`src/rtl/cfiq_pkg.sv`:
```
package cfiq_pkg;

    localparam int BUS_BYTES   = 4;
    localparam int TBL_ENTRIES = 'h52;

    typedef enum logic {
        QM_IDENT = 1'b0,
        QM_QUERY = 1'b1
    } qmode_e;

    typedef enum logic [1:0] {
        AS_BYTE  = 2'd0,
        AS_HALF  = 2'd1,
        AS_WORD  = 2'd2,
        AS_WORD2 = 2'd3
    } acc_size_e;

    typedef enum logic {
        ST_IDLE  = 1'b0,
        ST_SERVE = 1'b1
    } fsm_state_e;

    // Number of bus bytes covered by an access code.
    function automatic logic [2:0] size_to_bytes(input acc_size_e s);
        logic [2:0] n;
        unique case (s)
            AS_BYTE:  n = 3'd1;
            AS_HALF:  n = 3'd2;
            AS_WORD:  n = 3'd4;
            AS_WORD2: n = 3'd4;
        endcase
        return n;
    endfunction

    // One entry of the per-device parameter table.
    function automatic logic [7:0] table_entry(
        input logic [7:0] idx,
        input int         bank_bytes,
        input int         size_exp,
        input int         blocks,
        input int         sect_per_dev
    );
        logic [7:0] v;
        v = 8'h00;
        case (idx)
            8'h31: v = 8'h50;
            8'h32: v = 8'h52;
            8'h33: v = 8'h49;
            8'h34: v = 8'h31;
            8'h35: v = 8'h30;
            8'h3F: v = 8'h01;
            8'h10: v = 8'h51;
            8'h11: v = 8'h52;
            8'h12: v = 8'h59;
            8'h13: v = 8'h01;
            8'h15: v = 8'h31;
            8'h1B: v = 8'h45;
            8'h1C: v = 8'h55;
            8'h1F: v = 8'h07;
            8'h20: v = 8'h07;
            8'h21: v = 8'h0A;
            8'h23: v = 8'h04;
            8'h24: v = 8'h04;
            8'h25: v = 8'h04;
            8'h28: v = 8'h02;
            8'h2C: v = 8'h01;
            8'h27: v = 8'(size_exp);
            8'h2A: v = (bank_bytes == 1) ? 8'h08 : 8'h0B;
            8'h2D: v = 8'(blocks - 1);
            8'h2E: v = 8'((blocks - 1) >> 8);
            8'h2F: v = 8'(sect_per_dev >> 8);
            8'h30: v = 8'(sect_per_dev >> 16);
            default: v = 8'h00;
        endcase
        return v;
    endfunction

endpackage

```
`src/rtl/cfiq_devresp.sv`:
```
module cfiq_devresp
    import cfiq_pkg::*;
#(
    parameter int          BANK_BYTES    = 4,
    parameter int          DEV_BYTES     = 1,
    parameter int          MAX_DEV_BYTES = 2,
    parameter int          ADDR_W        = 16,
    parameter int          SIZE_EXP      = 22,
    parameter int          BLOCKS        = 64,
    parameter int          SECT_PER_DEV  = 65536,
    parameter logic [15:0] MFR_CODE      = 16'h0089,
    parameter logic [15:0] PART_CODE     = 16'h0018
) (
    input  logic                   mode,
    input  logic [ADDR_W-1:0]      index,
    output logic [DEV_BYTES*8-1:0] dev_word
);

    localparam int DW = DEV_BYTES * 8;

    logic [7:0]  tbl_byte;
    logic [31:0] tbl_hold;
    logic [31:0] id_hold;

    // Table byte, zero past the end of the table.
    always_comb begin
        if (index < ADDR_W'(TBL_ENTRIES))
            tbl_byte = table_entry(index[7:0], BANK_BYTES, SIZE_EXP, BLOCKS, SECT_PER_DEV);
        else
            tbl_byte = 8'h00;
    end

    // Per-device widening chosen by the bank shape.
    generate
        if (DEV_BYTES == MAX_DEV_BYTES) begin : g_native
            always_comb tbl_hold = {24'h0, tbl_byte};
        end else if (DEV_BYTES == 1) begin : g_byte_mode
            always_comb begin
                for (int m = 0; m < BUS_BYTES; m++)
                    tbl_hold[m*8 +: 8] = (m < MAX_DEV_BYTES) ? tbl_byte : 8'h00;
            end
        end else begin : g_unsupported
            always_comb tbl_hold = 32'h0;
        end
    endgenerate

    always_comb begin
        unique case (index[7:0])
            8'h00:   id_hold = {16'h0, MFR_CODE};
            8'h01:   id_hold = {16'h0, PART_CODE};
            default: id_hold = 32'h0;
        endcase
    end

    always_comb begin
        if (qmode_e'(mode) == QM_QUERY)
            dev_word = tbl_hold[DW-1:0];
        else
            dev_word = id_hold[DW-1:0];
    end

endmodule

```
`src/rtl/cfiq_lanefan.sv`:
```
module cfiq_lanefan #(
    parameter int BANK_BYTES = 4,
    parameter int DEV_BYTES  = 1
) (
    input  logic [DEV_BYTES*8-1:0]  dev_word,
    output logic [BANK_BYTES*8-1:0] bank_word
);

    localparam int LANES = BANK_BYTES / DEV_BYTES;
    localparam int DW    = DEV_BYTES * 8;

    generate
        for (genvar k = 0; k < LANES; k++) begin : g_lane
            assign bank_word[k*DW +: DW] = dev_word;
        end
    endgenerate

endmodule

```
`src/rtl/cfiq_ctrl.sv`:
```
module cfiq_ctrl
    import cfiq_pkg::*;
(
    input  logic        clk,
    input  logic        rst_n,
    input  logic        rd_stb,
    input  logic [31:0] next_data,
    output logic [31:0] rsp_data,
    output logic        rsp_valid
);

    fsm_state_e state_q, state_d;

    // State register.
    always_ff @(posedge clk or negedge rst_n) begin
        if (!rst_n) state_q <= ST_IDLE;
        else        state_q <= state_d;
    end

    // Transitions: ACCEPT (IDLE->SERVE), CHAIN (SERVE->SERVE), RETIRE (SERVE->IDLE).
    always_comb begin
        state_d = state_q;
        unique case (state_q)
            ST_IDLE:  if (rd_stb) state_d = ST_SERVE;
            ST_SERVE: state_d = rd_stb ? ST_SERVE : ST_IDLE;
        endcase
    end

    // Data register, loaded only on a strobe.
    always_ff @(posedge clk or negedge rst_n) begin
        if (!rst_n)      rsp_data <= 32'h0;
        else if (rd_stb) rsp_data <= next_data;
    end

    // Outputs decoded from the state.
    always_comb begin
        unique case (state_q)
            ST_IDLE:  rsp_valid = 1'b0;
            ST_SERVE: rsp_valid = 1'b1;
        endcase
    end

endmodule

```
`src/rtl/cfiq_formatter.sv`:
```
module cfiq_formatter
    import cfiq_pkg::*;
#(
    parameter int          BANK_BYTES    = 4,
    parameter int          DEV_BYTES     = 1,
    parameter int          MAX_DEV_BYTES = 2,
    parameter int          ADDR_W        = 16,
    parameter int          SECTOR_BYTES  = 262144,
    parameter int          NUM_BLOCKS    = 64,
    parameter logic [15:0] MFR_CODE      = 16'h0089,
    parameter logic [15:0] PART_CODE     = 16'h0018
) (
    input  logic              clk,
    input  logic              rst_n,
    input  logic              rd_stb,
    input  logic              qmode,
    input  logic [ADDR_W-1:0] offset,
    input  logic [1:0]        acc_size,
    output logic [31:0]       rsp_data,
    output logic              rsp_valid
);

    localparam int NUM_DEVS     = BANK_BYTES / DEV_BYTES;
    localparam int SECT_PER_DEV = SECTOR_BYTES / NUM_DEVS;
    localparam int SIZE_EXP     = $clog2(SECT_PER_DEV * NUM_BLOCKS);
    localparam int IDX_SHIFT    = $clog2(BANK_BYTES) + $clog2(MAX_DEV_BYTES) - $clog2(DEV_BYTES);
    localparam int NUM_SLOTS    = BUS_BYTES / BANK_BYTES;
    localparam int BW           = BANK_BYTES * 8;

    logic [NUM_SLOTS*BW-1:0] joined;
    logic [31:0]             masked;
    logic [2:0]              nbytes;

    generate
        for (genvar s = 0; s < NUM_SLOTS; s++) begin : g_slot
            logic [ADDR_W-1:0]      slot_off;
            logic [ADDR_W-1:0]      slot_idx;
            logic [DEV_BYTES*8-1:0] slot_dev;
            logic [BW-1:0]          slot_bank;

            assign slot_off = offset + ADDR_W'(s * BANK_BYTES);
            assign slot_idx = slot_off >> IDX_SHIFT;

            cfiq_devresp #(
                .BANK_BYTES   (BANK_BYTES),
                .DEV_BYTES    (DEV_BYTES),
                .MAX_DEV_BYTES(MAX_DEV_BYTES),
                .ADDR_W       (ADDR_W),
                .SIZE_EXP     (SIZE_EXP),
                .BLOCKS       (NUM_BLOCKS),
                .SECT_PER_DEV (SECT_PER_DEV),
                .MFR_CODE     (MFR_CODE),
                .PART_CODE    (PART_CODE)
            ) u_dev (
                .mode    (qmode),
                .index   (slot_idx),
                .dev_word(slot_dev)
            );

            cfiq_lanefan #(
                .BANK_BYTES(BANK_BYTES),
                .DEV_BYTES (DEV_BYTES)
            ) u_fan (
                .dev_word (slot_dev),
                .bank_word(slot_bank)
            );

            assign joined[s*BW +: BW] = slot_bank;
        end
    endgenerate

    assign nbytes = size_to_bytes(acc_size_e'(acc_size));

    // Keep only the bytes inside the access width.
    always_comb begin
        for (int b = 0; b < BUS_BYTES; b++)
            masked[b*8 +: 8] = (3'(b) < nbytes) ? joined[b*8 +: 8] : 8'h00;
    end

    cfiq_ctrl u_ctrl (
        .clk      (clk),
        .rst_n    (rst_n),
        .rd_stb   (rd_stb),
        .next_data(masked),
        .rsp_data (rsp_data),
        .rsp_valid(rsp_valid)
    );

endmodule

```
`config.mk`:
```
export PLATFORM = sky130hd
export DESIGN_NAME = cfiq_formatter
export DESIGN_NICKNAME = d
export VERILOG_FILES = /design/src/rtl/cfiq_pkg.sv /design/src/rtl/cfiq_devresp.sv /design/src/rtl/cfiq_lanefan.sv /design/src/rtl/cfiq_ctrl.sv /design/src/rtl/cfiq_formatter.sv
export SDC_FILE = /design/constraint.sdc
export NUM_CORES = 1
export LEC_CHECK = 0
export BUFFER_PORTS_ARGS = -buffer_cell sky130_fd_sc_hd__buf_4
export CAP_MARGIN = 20
export CORE_MARGIN = 2
export CORE_UTILIZATION = 53
export CTS_BUF_LIST = sky130_fd_sc_hd__clkbuf_4 sky130_fd_sc_hd__clkbuf_8
export CTS_CLUSTER_DIAMETER = 80
export DETAILED_ROUTE_END_ITERATION = 6
export GPL_TIMING_DRIVEN = 0
export PLACE_DENSITY_LB_ADDON = 0.25
export SLEW_MARGIN = 5
export SYNTH_ARGS = -nofsm -noshare
export SYNTH_HDL_FRONTEND = slang
export SYNTH_SLANG_ARGS = --single-unit
```
`constraint.sdc`:
```
create_clock -name clk -period 1 [get_ports clk]
set_clock_uncertainty 0.15 [all_clocks]
set_input_delay 0.2 -clock clk [delete_from_list [all_inputs] [get_ports clk]]
set_output_delay 0.2 -clock clk [all_outputs]
set_load 0.02 [all_outputs]
```
==> impl.org, run 1 <==
** Synthesis
- The synthesized netlist devotes 0.4909% of its cell area to XOR and XNOR gates.
- Count of unique library cells instantiated by Yosys :: 45
- The share of synthesized area in the top cell type comes to about 46%.
- The cell count after synthesis came out at 180.
- Complex-gate fraction of the synthesized area :: a little under a quarter
- After synthesis, the largest family of logic cells by area is compound AO/OA/AOI/OAI gates.
- Adder and majority cell fraction of the synthesized area :: 5.610%
- The portion of synthesized area spent on multiplexers is 2.314%.
- A synthesized cell averages 9.912 µm².
- The number of nets handed over by synthesis was 210.
- Basic-gate share of the synthesized area counting and, or, nand and nor cells :: between 15 and 20%
- Post-synthesis cell type with the largest combined area :: sky130_fd_sc_hd__dfrtp_1
- The synthesized design contains 33 register bits.
- For this run, the number of Yosys warnings is 0.
- The share of the Yosys chip area taken by registers is a little under half.
- Area of the mapped netlist :: 1784 µm²
- Number of flops mapped to enable cells by yosys :: 0
- Ranked by total cell area, the synthesized netlist is headed by sky130_fd_sc_hd__dfrtp_1 (46%), sky130_fd_sc_hd__o2bb2ai_1 (8.8%), sky130_fd_sc_hd__ha_1 (5.6%), sky130_fd_sc_hd__o21ai_0 (4.8%), sky130_fd_sc_hd__inv_1 (3.6%).
- Among all flip-flop cells after synthesis, the most frequent one is sky130_fd_sc_hd__dfrtp_1.
- After synthesis, the share of flip-flops with an asynchronous set or reset is 100.0%.

** Place
- Sum of net half-perimeters after detailed placement :: around 3.4 mm
- Routability-driven placement finished with a final weighted congestion of roughly 1.
- Total of buffers placed on input and output ports :: between 50 and 60

** Clock tree
- The tree built by TritonCTS fans out to 33 sinks.
- The cell sitting at the root of the clock tree is a sky130_fd_sc_hd__clkbuf_4.
- The H-tree was split into 2 levels.
- TritonCTS Buffers :: 5
- Deepest clock path buffer count :: 2

** Outcome
- The flow stopped in 5_1_grt.
- The flow did not finish.
- The first error in the log reads "[ERROR DPL-0038] Utilization greater than 100%, impossible to legalize".

** Floorplanning
- Count of pins on the block boundary :: 55
- Row generation in the floorplan step produced 21 rows.
- Die Height :: 62.02 µm
- Initial cell density of the core :: around 54%
- Chip width :: just over 60 µm

** Timing
- After the last repair the worst path ends at a register input.
- When the last timing repair stopped, the worst path ended at u_ctrl.rsp_data[0]$_DFFE_PN0P_/D.

** GRT
- Entering global routing, the biggest net connects 34 pins.
## cell usage after synthesis, types with 2 or more instances
cell / n
sky130_fd_sc_hd__buf_2: 4
sky130_fd_sc_hd__a21oi_1: 8
sky130_fd_sc_hd__clkbuf_1: 6
sky130_fd_sc_hd__nor3b_1: 2
sky130_fd_sc_hd__a211oi_1: 2
sky130_fd_sc_hd__and2_1: 2
sky130_fd_sc_hd__inv_1: 17
sky130_fd_sc_hd__nand3_1: 4
sky130_fd_sc_hd__mux2i_1: 3
sky130_fd_sc_hd__o21ai_0: 17
sky130_fd_sc_hd__o21ai_1: 2
sky130_fd_sc_hd__nor2_1: 6
sky130_fd_sc_hd__nand2b_1: 3
sky130_fd_sc_hd__nand4_1: 2
sky130_fd_sc_hd__nand2_1: 11
sky130_fd_sc_hd__o2bb2ai_1: 18
sky130_fd_sc_hd__nand3b_1: 2
sky130_fd_sc_hd__nor2b_1: 3
sky130_fd_sc_hd__o211ai_1: 2
sky130_fd_sc_hd__dfrtp_1: 33
sky130_fd_sc_hd__ha_1: 8
sky130_fd_sc_hd__nor3_1: 2
## repair_timing
action,CTS
buffers inserted,33
gates cloned,1
endpoints found under the setup margin,65
hold endpoints to repair,35
gates resized for setup,89
pin swaps,23
hold buffers,3
## through the flow
stage	instance area (µm²)	std cells	utilization (%)	hold WS, ns	worst slack [ns]
floorplan	1872	180	-	-0.2456	-0.6087
global placement	2312	277	70.40	0.004878	-0.9864
detailed placement	2312	277	70.40	0.006770	-0.9958
CTS	2994	322	91.16	-0.009388	-0.5277
## cells by family after synthesis
group                    count (synthesis)
AO/OA/AOI/OAI                           61
XOR/XNOR                                 1
adder cells (fa/ha/maj)                  8
buffers and inverters                   27
flip-flops                              33
multiplexers                             4
AND/OR/NAND/NOR                         46
==> inputs of run 2 (changes only) <==
Settings changed: CORE_UTILIZATION 53 to 40, CTS_BUF_LIST sky130_fd_sc_hd__clkbuf_4 sky130_fd_sc_hd__clkbuf_8 to unset, CTS_CLUSTER_DIAMETER 80 to unset, PLACE_DENSITY_LB_ADDON 0.25 to 0.15.
==> run 2 against run 1 <==
  * The flow now finishes, with violations (negative setup slack)
  * Area after synthesis is the same
  * Synthesized cell count is the same
==> impl.org, run 2 <==
** Outcome
- The flow ran to the end, but the final reports show violations.
- The final reports fail on negative setup slack.

** GRT
- Remaining global-route overflow :: 0
- Largest net degree at the start of global routing :: 34
- The initial antenna violation count came to 0.
- Global routing consumed, over all layers together, ~23% of the routing resources.
- The first global-routing pass estimated approximately 9.1 mm of wire.
- The number of global-route vias before repair is around 1.9k.

** Clock tree
- Root Driver :: sky130_fd_sc_hd__clkbuf_8
- Clock-pin slew reported for the worst setup and hold paths after clock tree synthesis :: 0.07 ns
- The deepest level of the CTS H-tree was 2 (unchanged).
- Clock sink total :: 33 (unchanged)
- The maximum root-to-sink buffer count was 2 (unchanged).
- The number of buffers created by CTS was 5 (unchanged).
- Clock tree from TritonCTS :: yes
- Latest clock arrival within the worst-skew pair :: approximately 0.28 ns

** Run
- Max-cap check violation count :: 0

** Critical path
- The critical path goes through buf_12, clkinvlp_4, ha_4, nor3_2, nand3b_1, o32a_1, a32oi_2, o21ai_1.
- The worst register-to-register path begins at u_ctrl.rsp_data[3].
- Critical path endpoint category :: flip-flop
- For the worst setup path, the data required time is roughly 1.0 ns.
- STA classifies the critical path startpoint as an input pin.
- Max stage delay on crit path :: around 0.33 ns
- The worst register-to-register path ends at u_ctrl.rsp_data[3].
- Register-to-register setup slack :: -0.07 ns
- In this run the worst path has a maximum fanout of 4.
- CP arrival :: approximately 1.6 ns
- Number of buffers and inverters on the critical path :: 2
- The critical path in this run is classified as in -> reg.
- The cell family contributing the most delay on the critical path is compound AO/OA/AOI/OAI gates.
- Counting cells, the worst reg-to-reg path comes to 4.
- Cell with the biggest individual delay on the critical path :: sky130_fd_sc_hd__ha_4

** Routing
- Post-route ant nets :: 0
- Routed wire length :: slightly below 6 mm
- Detailed routing inserted a total of between 1.5k and 2k vias.
- Starting DRT DRC Count :: 77
- Routed wirelength normalized by instance count :: around 17 µm
- 1st-pass router iterations :: 4
- Drc violations :: 0
- After detailed routing, the number of vias per cell comes to 5.586.

** Finish
- In the layout the commonest cells are sky130_fd_sc_hd__buf_4 (54), sky130_fd_sc_hd__buf_6 (41), sky130_fd_sc_hd__dfrtp_1 (33).
- Most frequent standard cell in the layout excluding fill and tap cells :: sky130_fd_sc_hd__buf_4
- Non-filler cells in the finished layout :: between 300 and 400
- In the final layout, the registers with the most flip-flops are u_ctrl.rsp_data x32, u_ctrl.state_q x1.
- Counting flops per register, the top entry is u_ctrl.rsp_data.
- The area growth from synthesis to layout is 76.79%.
- Summing all non-filler instances in the final layout gives an area of roughly 3200 µm².
- In the final layout, the share of cells above drive strength 1 is 53.85%.
- The repair_antennas step left the layout with diodes totalling 0.
- The net count of the finished layout is 315.
- Number of flip-flops under the largest register name :: 32
- Count of filler cells inserted in the layout :: between 300 and 400

** Place
- Post-detailed-placement cell area :: 2320 µm² (+0.32%)
- Sum of net half-perimeters after detailed placement :: 3.469 mm (+1.3%)
- Post-Place Worst Slack :: -1.019 ns (-0.02294 ns)
- Cells after DPL :: 283 (+2.2%)
- The quantity of I/O buffers inserted on ports is 51 (unchanged).
- The global placer's final weighted congestion was 0.9141 (-6.3%).

** Synthesis
- The number of warning messages in the yosys log came to 0 (unchanged).
- The number of distinct library cells after synthesis was 45 (unchanged).
- Post-synth top area share :: 46.28% (unchanged)
- Of all cell types, the one taking the most synthesized area is sky130_fd_sc_hd__dfrtp_1.
- Yosys instantiated no cell more often than sky130_fd_sc_hd__dfrtp_1.
- The fraction of registers with async set/reset is 100.0% (unchanged).
- The synthesized netlist cell count came to 180 (unchanged).
- Top cells by instance count after synthesis :: sky130_fd_sc_hd__dfrtp_1 (33), sky130_fd_sc_hd__o2bb2ai_1 (18), sky130_fd_sc_hd__inv_1 (17), sky130_fd_sc_hd__o21ai_0 (17), sky130_fd_sc_hd__nand2_1 (11)
- Sequential-to-total area share from yosys stat :: 46.28% (unchanged)
- The number of synthesized register bits was 33 (unchanged).
- Synthesized netlist net count :: 210 (unchanged)
- Area of the mapped netlist :: 1784 µm² (unchanged)
- The most used flip-flop cell after synthesis is sky130_fd_sc_hd__dfrtp_1.
- Average cell area after synthesis :: 9.912 µm² (unchanged)
- The number of enable-type register cells in the synthesized netlist was 0 (unchanged).
- Biggest area contributors in the synthesized netlist :: sky130_fd_sc_hd__dfrtp_1 (46%), sky130_fd_sc_hd__o2bb2ai_1 (8.8%), sky130_fd_sc_hd__ha_1 (5.6%), sky130_fd_sc_hd__o21ai_0 (4.8%), sky130_fd_sc_hd__inv_1 (3.6%)

** Power
- The design draws slightly below 3000 µW.
- In this run the static leakage power is 0.001431 µW.
- Dividing total power by cell area gives a power density of 921.4 nW/µm².
- Worst supply voltage drop on vdd :: roughly 0.67 mV

** Timing
- After layout, the worst path uses 158.3% of the clock period.
- For the pin with the worst max-slew slack, the measured transition is about 0.45 ns.
- Number of setup violations in the final report :: 65
- Number of pins with negative max-slew slack in the final report :: 0
- Total count of hold-check failures in the final report :: 0
- In this run the tightest slew margin relative to its limit is 69.79%.
- FMAX :: around 0.63 GHz
- Across all setup checks in the final design, the least slack found is -0.5830 ns.
- The smallest clock period supported by the final layout is computed as 1.583 ns.
- Setup repair after global routing could not meet its margin everywhere.
- Worst Hold Slack :: about 0.026 ns

** Floorplanning
- Initial cell density of the core :: 41.26% (-13 points)
- The die height was 70.79 µm (+14%).
- The floorplan step defined a core boundary enclosing about 4300 µm².
- The floorplan step defined a die boundary enclosing around 5000 µm².
- The count of standard-cell rows came to 24 (+14%).
- The width of the die came to 70.79 µm (+14%).
- Count of pins on the block boundary :: 55 (unchanged)

** Min path
- Worst Hold Path Cells :: 3
- In this run the most critical hold path is launched from acc_size[0].
- Hold endpoint :: u_ctrl.rsp_data[13]
- The min-delay analysis places its worst path in the category in -> reg.
==> run 2: cell counts after synthesis <==
No cell type changed its count.
==> run 2: stage by stage <==
stage | util, % | setup TNS, ns
3_5_place_dp | 53.65 | -26.48
3_3_place_gp | 53.65 | -25.71
6_report | 72.95 | -19.93
5_1_grt | 72.95 | -22.82
2_1_floorplan | - | -14.90
4_1_cts | 68.63 | -18.44
==> run 2: worst register-to-register path, cell delays in order, from the launching register on <==
cell and delay, ns:
sky130_fd_sc_hd__dfrtp_1 0.40, sky130_fd_sc_hd__buf_4 0.14, sky130_fd_sc_hd__buf_4 0.12, sky130_fd_sc_hd__nor2_1 0.09, sky130_fd_sc_hd__a21oi_1 0.05
==> run 2: layout make-up <==
class                   count  area, µm²  area share (%)
multi-input cells         120       1101           34.91
repair buffers             98      923.4           29.27
flip-flops and latches     33      825.8           26.18
plain buffers              10      81.33           2.578
inverters                  17      71.32           2.261
clock buffers               5      68.82           2.182
well taps                  52      65.06           2.063
clock inverters             3      17.52          0.5553
==> run 2: per-layer routing <==
layer | up-vias | global-route usage, % | routed length (µm)
met1 | 930 | 30.83 | 2509
met4 | 0 | 6.918 | 87
met5 | - | 0 | 0
met3 | 13 | 5.983 | 389
met2 | 82 | 37.69 | 2805
li1 | 863 | - | -
==> run 2: timing repair <==
action                     in CTS  in global routing
resized for setup              90                 14
pin swaps                      18                  9
buffers inserted               28                 18
hold endpoints to repair       34                  0
setup endpoints to repair      65                 65
hold buffers                    2                  0
cloned                          0                  0
==> run 2: kinds of logic (layout without fill, tap and decap cells) <==
group           Yosys count  count (layout)  synth area share, %
mux                       4               4                2.314
flops                    33              33                46.28
buf+inv                  27             133                5.961
simple gates             46              46                15.36
compound gates           61              61                23.98
xor+xnor                  1               1               0.4910
fa+ha+maj                 8               8                5.610
==> run 2: worst max-delay path by stage <==
| stage | slack, ns | cells past startpoint | startpoint | end |
|---|---|---|---|---|
| floorplan | -0.61 | 7 | offset[4] | u_ctrl.rsp_data[17] |
| global placement | -0.98 | 8 | offset[4] | u_ctrl.rsp_data[4] |
| CTS | -0.54 | 8 | offset[4] | u_ctrl.rsp_data[0] |
| detailed placement | -1.02 | 8 | offset[4] | u_ctrl.rsp_data[28] |
| finish | -0.58 | 8 | offset[3] | u_ctrl.rsp_data[0] |
| global route | -0.64 | 8 | offset[3] | u_ctrl.rsp_data[0] |
==> run 2: where the power goes <==
part	internal, µW	total (µW)	switching, µW
sequential	1340	1350	6.67
clock	479	955	476
combinational	281	600	318
Note: power is estimated with default switching activity, not from simulation.
==> inputs of run 3 (changes only) <==
Settings changed: TNS_END_PERCENT set to 1.
==> run 3 against run 2 <==
  * The run still ends with negative setup slack left
  * Cell count down 12%
  * Combinational power down 24%
  * Clock-buffer cell count up 2
  * Global-route usage down 3.1 points
  * Total power down 3.8%
  * Setup slack better by 0.039 ns
  * Fmax up 2.5%
  * Largest power group unchanged
  * Highest routed layer unchanged
==> impl.org, run 3 (synthesized netlist as in run 2, its figures left out) <==
** Outcome
- Status :: complete, but fails checks
- The final reports fail on negative setup slack.

** GRT
- Largest net degree at the start of global routing :: 34 (unchanged)
- Total routing resource utilization after global routing :: 20.13% (-3.1 points)
- The sum of overflow across all layers after global routing was 0 (unchanged).
- Wire length of the first global-routing pass :: 7.969 mm (-13%)
- The initial antenna violation count came to 0 (unchanged).
- Vias in the first global route :: 1620 (-13%)

** Timing
- The slew at the pin with the worst max-slew slack was 0.4459 ns (-0.007285 ns).
- The total of endpoints with negative setup slack in the final report was 65 (unchanged).
- The setup TNS after final layout is -18.94 ns (+0.9925 ns).
- Final clock period utilization by the worst path :: 154.4% (-3.9 points)
- The setup slack of the critical path after layout is -0.5439 ns (+0.03912 ns).
- Number of pins with negative max-slew slack in the final report :: 0 (unchanged)
- The minimum clock period after layout came to 1.544 ns (-0.03912 ns).
- Setup repair after global routing could not meet its margin everywhere.
- The maximum clock frequency was 0.6477 GHz (+2.5%).
- Worst slew margin relative to its limit :: 70.27% (+0.49 points)
- The final hold violation count was 0 (unchanged).

** Power
- The peak supply drop is 0.7303 mV (+8.8%).
- The cell area power density is 1057 nW/µm² (+15%).
- The static power due to leakage is 0.001170 µW (-18%).

** Critical path
- Crit Path Class :: in -> reg
- The cell depth of the worst flop-to-flop path was 1 (-3).
- CP arrival :: 1.54 ns (-0.05 ns)
- In this run the critical register-to-register path is captured at u_ctrl.rsp_data[5].
- The worst setup path is captured at a flip-flop.
- Register-to-register setup slack :: 0.17 ns (+0.24 ns)
- The worst path required time is 1.00 ns (about the same).
- Cells traversed along the worst timing path :: buf_12, clkinvlp_4, ha_4, nor3_2, nand3b_1, o32a_1, a32oi_2, o21ai_1
- The delay of the slowest cell on the worst path was 0.32 ns (about the same).
- Highest fanout seen on the critical path :: 5 (+1)
- STA classifies the critical path startpoint as an input pin.
- Cell with the biggest individual delay on the critical path :: sky130_fd_sc_hd__ha_4
- RR Startpoint :: u_ctrl.rsp_data[5]

** Place
- The total half-perimeter wirelength after legalization and detailed placement was 3.329 mm (-4.0%).
- Total of buffers placed on input and output ports :: 51 (unchanged)
- The global placer's final weighted congestion was 0.8934 (-2.3%).
- Post-detailed-placement cell area :: 2255 µm² (-2.8%)

** Clock tree
- Deepest clock path buffer count :: 2 (unchanged)
- The number of clock sinks was 33 (unchanged).
- Clock tree from TritonCTS :: yes
- The insertion delay of the later-clocked pin in the worst-skew pair came to 0.28 ns (about the same).
- The deepest level of the CTS H-tree is 2 (unchanged).
- TritonCTS Buffers :: 5 (unchanged)
- Root Driver :: sky130_fd_sc_hd__clkbuf_8
- The clock input transition at the sequential cells of the worst setup and hold paths was 0.06 ns (about the same).

** Finish
- Area delta synth->final :: 48.32%
- Fraction of layout cells with a size suffix above 1 :: 37.55% (-16 points)
- Number of flip-flops under the largest register name :: 32 (unchanged)
- The number of antenna cells inserted came to 0 (unchanged).
- Register containing the most flip-flops in the final layout :: u_ctrl.rsp_data
- Fin area :: 2646 µm² (-16%)
- In the final layout, the registers with the most flip-flops are u_ctrl.rsp_data x32, u_ctrl.state_q x1.
- Number of nets in the final layout :: 275 (-13%)
- Top library cells by usage in the layout, fill and taps aside :: sky130_fd_sc_hd__buf_6 (35), sky130_fd_sc_hd__dfrtp_1 (33), sky130_fd_sc_hd__buf_4 (23)
- Most frequent standard cell in the layout excluding fill and tap cells :: sky130_fd_sc_hd__buf_6

** Routing
- Drc violations :: 0 (unchanged)
- The number of nets with antenna violations after detailed routing is 0 (unchanged).
- Routed wirelength normalized by instance count :: 15.69 µm (-8.4%)
- Drt via density :: 5.502 (-1.5%)
- The overall via count from detail_route came to 1634 (-13%).
- Starting DRT DRC Count :: 136 (+77%)
- Routed wire length :: 4.660 mm (-20%)
- The first-pass detailed-route iteration total is 4 (unchanged).

** Floorplanning
- The die height is 70.79 µm (unchanged).
- The count of standard-cell rows came to 24 (unchanged).
- Full die area :: 5011 µm² (unchanged)
- The starting utilization of the core area was 41.26% (unchanged).
- Count of pins on the block boundary :: 55 (unchanged)
- The width of the die came to 70.79 µm (unchanged).
- The standard cell core area is 4324 µm² (unchanged).

** Run
- The count of max-cap constraint violations came to 0 (unchanged).

** Min path
- The hold path depth was 3 (unchanged).
- Tightest Hold Check Type :: in -> reg
- Worst Min Path Start :: acc_size[0]
- For hold timing, the worst endpoint is u_ctrl.rsp_data[13].
-- run 3: cell count changes in the layout (fill, tap and decap cells not counted), sizes merged --
cell and delta:
buf -41, clkbuf +3, clkinv -2, clkinvlp -2
inv +1
-- run 3: per-stage QoR --
step,power [µW],hold slack [ns],setup slack (ns),instances,utilization (%)
4_1_cts,2803,0.04062,-0.5577,297,60.45
2_1_floorplan,1575,-0.2456,-0.6087,180,-
3_3_place_gp,1751,0.01102,-1.043,283,52.14
5_1_grt,2918,0.06390,-0.6309,297,61.20
6_report,2797,0.04431,-0.5439,297,61.20
3_5_place_dp,1753,0.01410,-1.031,283,52.14
-- run 3: critical path: cells and delay by family --
kind                     cells  cell delay, ns
AO/OA/AOI/OAI                3            0.59
adder cells (fa/ha/maj)      1            0.32
buffers and inverters        2            0.24
AND/OR/NAND/NOR              2            0.20
-- run 3: worst max path at each step --
stage / start / endpoint / slack (ns) / cells after the start
after floorplan: offset[4] / u_ctrl.rsp_data[17] / -0.61 / 7
after global placement: offset[4] / u_ctrl.rsp_data[28] / -1.04 / 8
after detailed placement: offset[4] / u_ctrl.rsp_data[4] / -1.03 / 8
after CTS: offset[4] / u_ctrl.rsp_data[0] / -0.56 / 8
after global routing: offset[4] / u_ctrl.rsp_data[17] / -0.63 / 8
final: offset[4] / u_ctrl.rsp_data[0] / -0.54 / 8
-- run 3: layer usage --
layer	track usage (%)	routed length, µm
met1	28.52	2158
met2	31.15	2124
met3	5.556	332
met4	4.403	45
met5	0	0
-- run 3: what timing repair did --
action | CTS | global route
hold endpoints to repair | 34 | 0
hold buffers | 2 | 0
endpoints found under the setup margin | 65 | 65
gates cloned | 0 | 0
pin swaps | 11 | 5
gates resized for setup | 56 | 13
setup buffers | 5 | 0
-- run 3: layout make-up --
class	instances	area, µm²
timing repair buffer	58	576.8
clock buffer	7	86.33
buffer	10	62.56
fill	396	1678
multi-input combinational	120	962.2
tap	52	65.06
inverter	17	67.56
sequential	33	825.8
-- run 3: power breakdown --
group	switching [µW]	leakage, µW	total, µW	internal (µW)
logic	257	0.000670	458	201
registers	6.45	0.000456	1350	1340
clock network	443	0.0000443	988	545
total	706	0.00117	2800	2090
==> inputs of run 4 (changes only) <==
Clock period 1 ns to 1.4 ns, I/O delays scaled along.
==> run 4 against run 3 <==
  * The run still ends with negative setup slack left
  * Sequential share of layout area is 1.8 points higher
  * Core utilization fell by 3.3 points
  * Cell count did not move
  * Clock-buffer cell count unchanged
  * Non-clock buffer count unchanged
  * Global-route usage shrank 0.36 points
  * Design area down 5.4%
  * Worst hold slack gained 0.073 ns
  * First-iteration DRC count decreased by 6.6%
  * Largest cell class unchanged
==> impl.org, run 4 (synthesized netlist as in run 2, its figures left out) <==
** Outcome
- The flow ran to the end, but the final reports show violations.
- Violations in the final reports :: negative setup slack

** Critical path
- Worst R2R Path Depth :: 1 (unchanged)
- Reg-to-Reg End :: u_ctrl.rsp_data[5]
- Max stage delay on crit path :: 0.32 ns (about the same)
- The worst setup path is launched from an input pin.
- The internal reg-to-reg setup slack came to 0.59 ns (+0.42 ns).
- RR Startpoint :: u_ctrl.rsp_data[5]
- Crit Path Class :: in -> reg
- STA classifies the critical path endpoint as a flip-flop.
- Gate family responsible for the most delay along the worst path :: compound AO/OA/AOI/OAI gates
- Crit. Startpoint :: offset[4]
- Among all stages on the critical path, the largest delay is contributed by sky130_fd_sc_hd__ha_4.
- Cells traversed along the worst timing path :: buf_12, clkinvlp_4, ha_4, nor3_2, nand3b_1, o32a_1, a32oi_2, o21ai_1
- Highest fanout seen on the critical path :: 5 (unchanged)
- CP arrival :: 1.63 ns (+0.09 ns)
- Required arrival time at the worst endpoint :: 1.40 ns (+0.40 ns)
- The number of buffers and inverters on the critical path was 2 (unchanged).

** Clock tree
- Clock sink total :: 33 (unchanged)
- The insertion delay of the later-clocked pin in the worst-skew pair came to 0.28 ns (about the same).
- TritonCTS Buffers :: 5 (unchanged)
- The clock input transition at the sequential cells of the worst setup and hold paths came to 0.06 ns (about the same).
- Clock tree from TritonCTS :: yes
- Deepest clock path buffer count :: 2 (unchanged)
- The deepest level of the CTS H-tree was 2 (unchanged).
- Root Driver :: sky130_fd_sc_hd__clkbuf_8

** Min path
- Worst Min Path Start :: acc_size[0]
- The hold path depth was 3 (unchanged).
- Tightest Hold Check Type :: in -> reg
- Hold endpoint :: u_ctrl.rsp_data[13]

** Place
- The quantity of I/O buffers inserted on ports was 51 (unchanged).
- The global placer's final weighted congestion was 0.8934 (unchanged).
- The placed cell count is 283 (unchanged).
- The total half-perimeter wirelength after legalization and detailed placement came to 3.329 mm (unchanged).

** Routing
- The detailed-route wire length is 4.568 mm (-2.0%).
- Drt via density :: 5.384 (-2.1%)
- The first-pass detailed-route iteration total came to 4 (unchanged).
- The number of nets with antenna violations after detailed routing was 0 (unchanged).
- Routed wirelength normalized by instance count :: 15.38 µm (-2.0%)
- The number of DRC violations after detailed-routing iteration 0 is 127 (-6.6%).
- Via total after detailed routing :: 1599 (-2.1%)
- Drc violations :: 0 (unchanged)

** GRT
- The wire length of the first global-routing pass is 7.831 mm (-1.7%).
- The initial antenna violation count came to 0 (unchanged).
- The maximum number of pins on one net before global-route repair came to 34 (unchanged).
- Total routing resource utilization after global routing :: 19.77% (-0.36 points)
- Vias in the first global route :: 1597 (-1.4%)
- The sum of overflow across all layers after global routing came to 0 (unchanged).

** Timing
- FMAX :: 0.6154 GHz
- The final hold violation count was 0 (unchanged).
- Worst Hold Slack :: 0.1177 ns (+0.07335 ns)
- Worst slew margin relative to its limit :: 71.16% (+0.89 points)
- Number of pins with negative max-slew slack in the final report :: 0 (unchanged)
- Setup repair after global routing could not meet its margin everywhere.
- The setup slack of the critical path after layout is -0.2250 ns (+0.3190 ns).
- Final clock period utilization by the worst path :: 116.1%
- The smallest clock period supported by the final layout is computed as around 1.6 ns.
- The total of endpoints with negative setup slack in the final report came to 27 (-58%).
- The slew at the pin with the worst max-slew slack is 0.4326 ns (-0.01329 ns).

** Finish
- Top library cells by usage in the layout, fill and taps aside :: sky130_fd_sc_hd__buf_4 (57), sky130_fd_sc_hd__dfrtp_1 (33), sky130_fd_sc_hd__o2bb2ai_1 (18)
- The final instance count without filler cells was 297 (unchanged).
- The fraction of layout cells with a size suffix above 1 is 35.51% (-2.0 points).
- More flip-flops sit in one register than any other, and that register is u_ctrl.rsp_data.
- Utilization after layout :: 57.90% (-3.3 points)
- Number of nets in the final layout :: 275 (unchanged)
- Largest registers :: u_ctrl.rsp_data x32, u_ctrl.state_q x1
- Number of antenna repair diodes :: 0 (unchanged)
- The number of flip-flops in the largest register is 32 (unchanged).
- The area growth from synthesis to layout is 40.32%.
- The filler cell count came to 413 (+4.3%).
- The library cell used most frequently in the layout, excluding fill and tap cells, is sky130_fd_sc_hd__buf_4.

** Floorplanning
- The standard cell core area was 4324 µm² (unchanged).
- The number of top-level design ports was 55 (unchanged).
- The starting utilization of the core area is 41.26% (unchanged).
- The die footprint was 5011 µm² (unchanged).
- Cell row count :: 24 (unchanged)
- Chip width :: 70.79 µm (unchanged)
- The die height came to 70.79 µm (unchanged).

** Run
- Max-cap check violation count :: 0 (unchanged)

** Power
- Leakage :: 0.001136 µW (-2.9%)
- Ratio of total power to cell area :: 793.8 nW/µm² (-25%)
- Worst supply voltage drop on vdd :: 0.5199 mV (-29%)
## run 4: worst min-delay path, cell delays in order
cell and delay [ns]:
sky130_fd_sc_hd__buf_4 0.09, sky130_fd_sc_hd__o21ai_0 0.07, sky130_fd_sc_hd__o21ai_0 0.06
## run 4: worst max path at each step
stage | to | slack, ns | depth (start not counted)
after detailed placement | u_ctrl.rsp_data[4] | -0.71 | 8
after global routing | u_ctrl.rsp_data[17] | -0.31 | 8
after floorplan | u_ctrl.rsp_data[17] | -0.29 | 7
after global placement | u_ctrl.rsp_data[28] | -0.72 | 8
after CTS | u_ctrl.rsp_data[0] | -0.24 | 8
final | u_ctrl.rsp_data[0] | -0.22 | 8
## run 4: timing repair
item	CTS	global route
endpoints found under the setup margin	32	32
hold endpoints to repair	34	0
setup buffers	5	0
hold buffers	2	0
pin swaps	11	3
gates resized for setup	22	7
## run 4: area by class of cell
| class | count | area, µm² | area share (%) |
|---|---|---|---|
| plain buffers | 10 | 56.30 | 2.249 |
| clock buffers | 7 | 86.33 | 3.448 |
| inverters | 17 | 67.56 | 2.699 |
| multi-input cells | 120 | 949.7 | 37.93 |
| flip-flops and latches | 33 | 825.8 | 32.98 |
| well taps | 52 | 65.06 | 2.599 |
| repair buffers | 58 | 452.9 | 18.09 |
## run 4: through the flow
| stage | area, µm² | setup slack [ns] | TNS (ns) | total power [µW] |
|---|---|---|---|---|
| 5_1_grt | 2504 | -0.3109 | -6.844 | 2071 |
| 2_1_floorplan | 1807 | -0.2887 | -5.422 | 1125 |
| 3_5_place_dp | 2255 | -0.7108 | -18.01 | 1252 |
| 4_1_cts | 2489 | -0.2401 | -4.475 | 1996 |
| 3_3_place_gp | 2255 | -0.7230 | -18.22 | 1251 |
| 6_report | 2504 | -0.2250 | -4.003 | 1987 |
## run 4: power breakdown
group / switching (µW) / internal [µW] / leakage [µW]
clock network: 316 / 389 / 0.0000443
registers: 3.29 / 961 / 0.000456
logic: 182 / 137 / 0.000636
total: 501 / 1490 / 0.00114
## run 4: metal layers
layer  up-vias  part of all wire [%]  GRT usage (%)
li1        785                     -              -
met1       752                    48          27.87
met2        54                    45          30.63
met3         8                   6.6          5.556
met4         0                  0.88          4.403
met5         -                     0              0
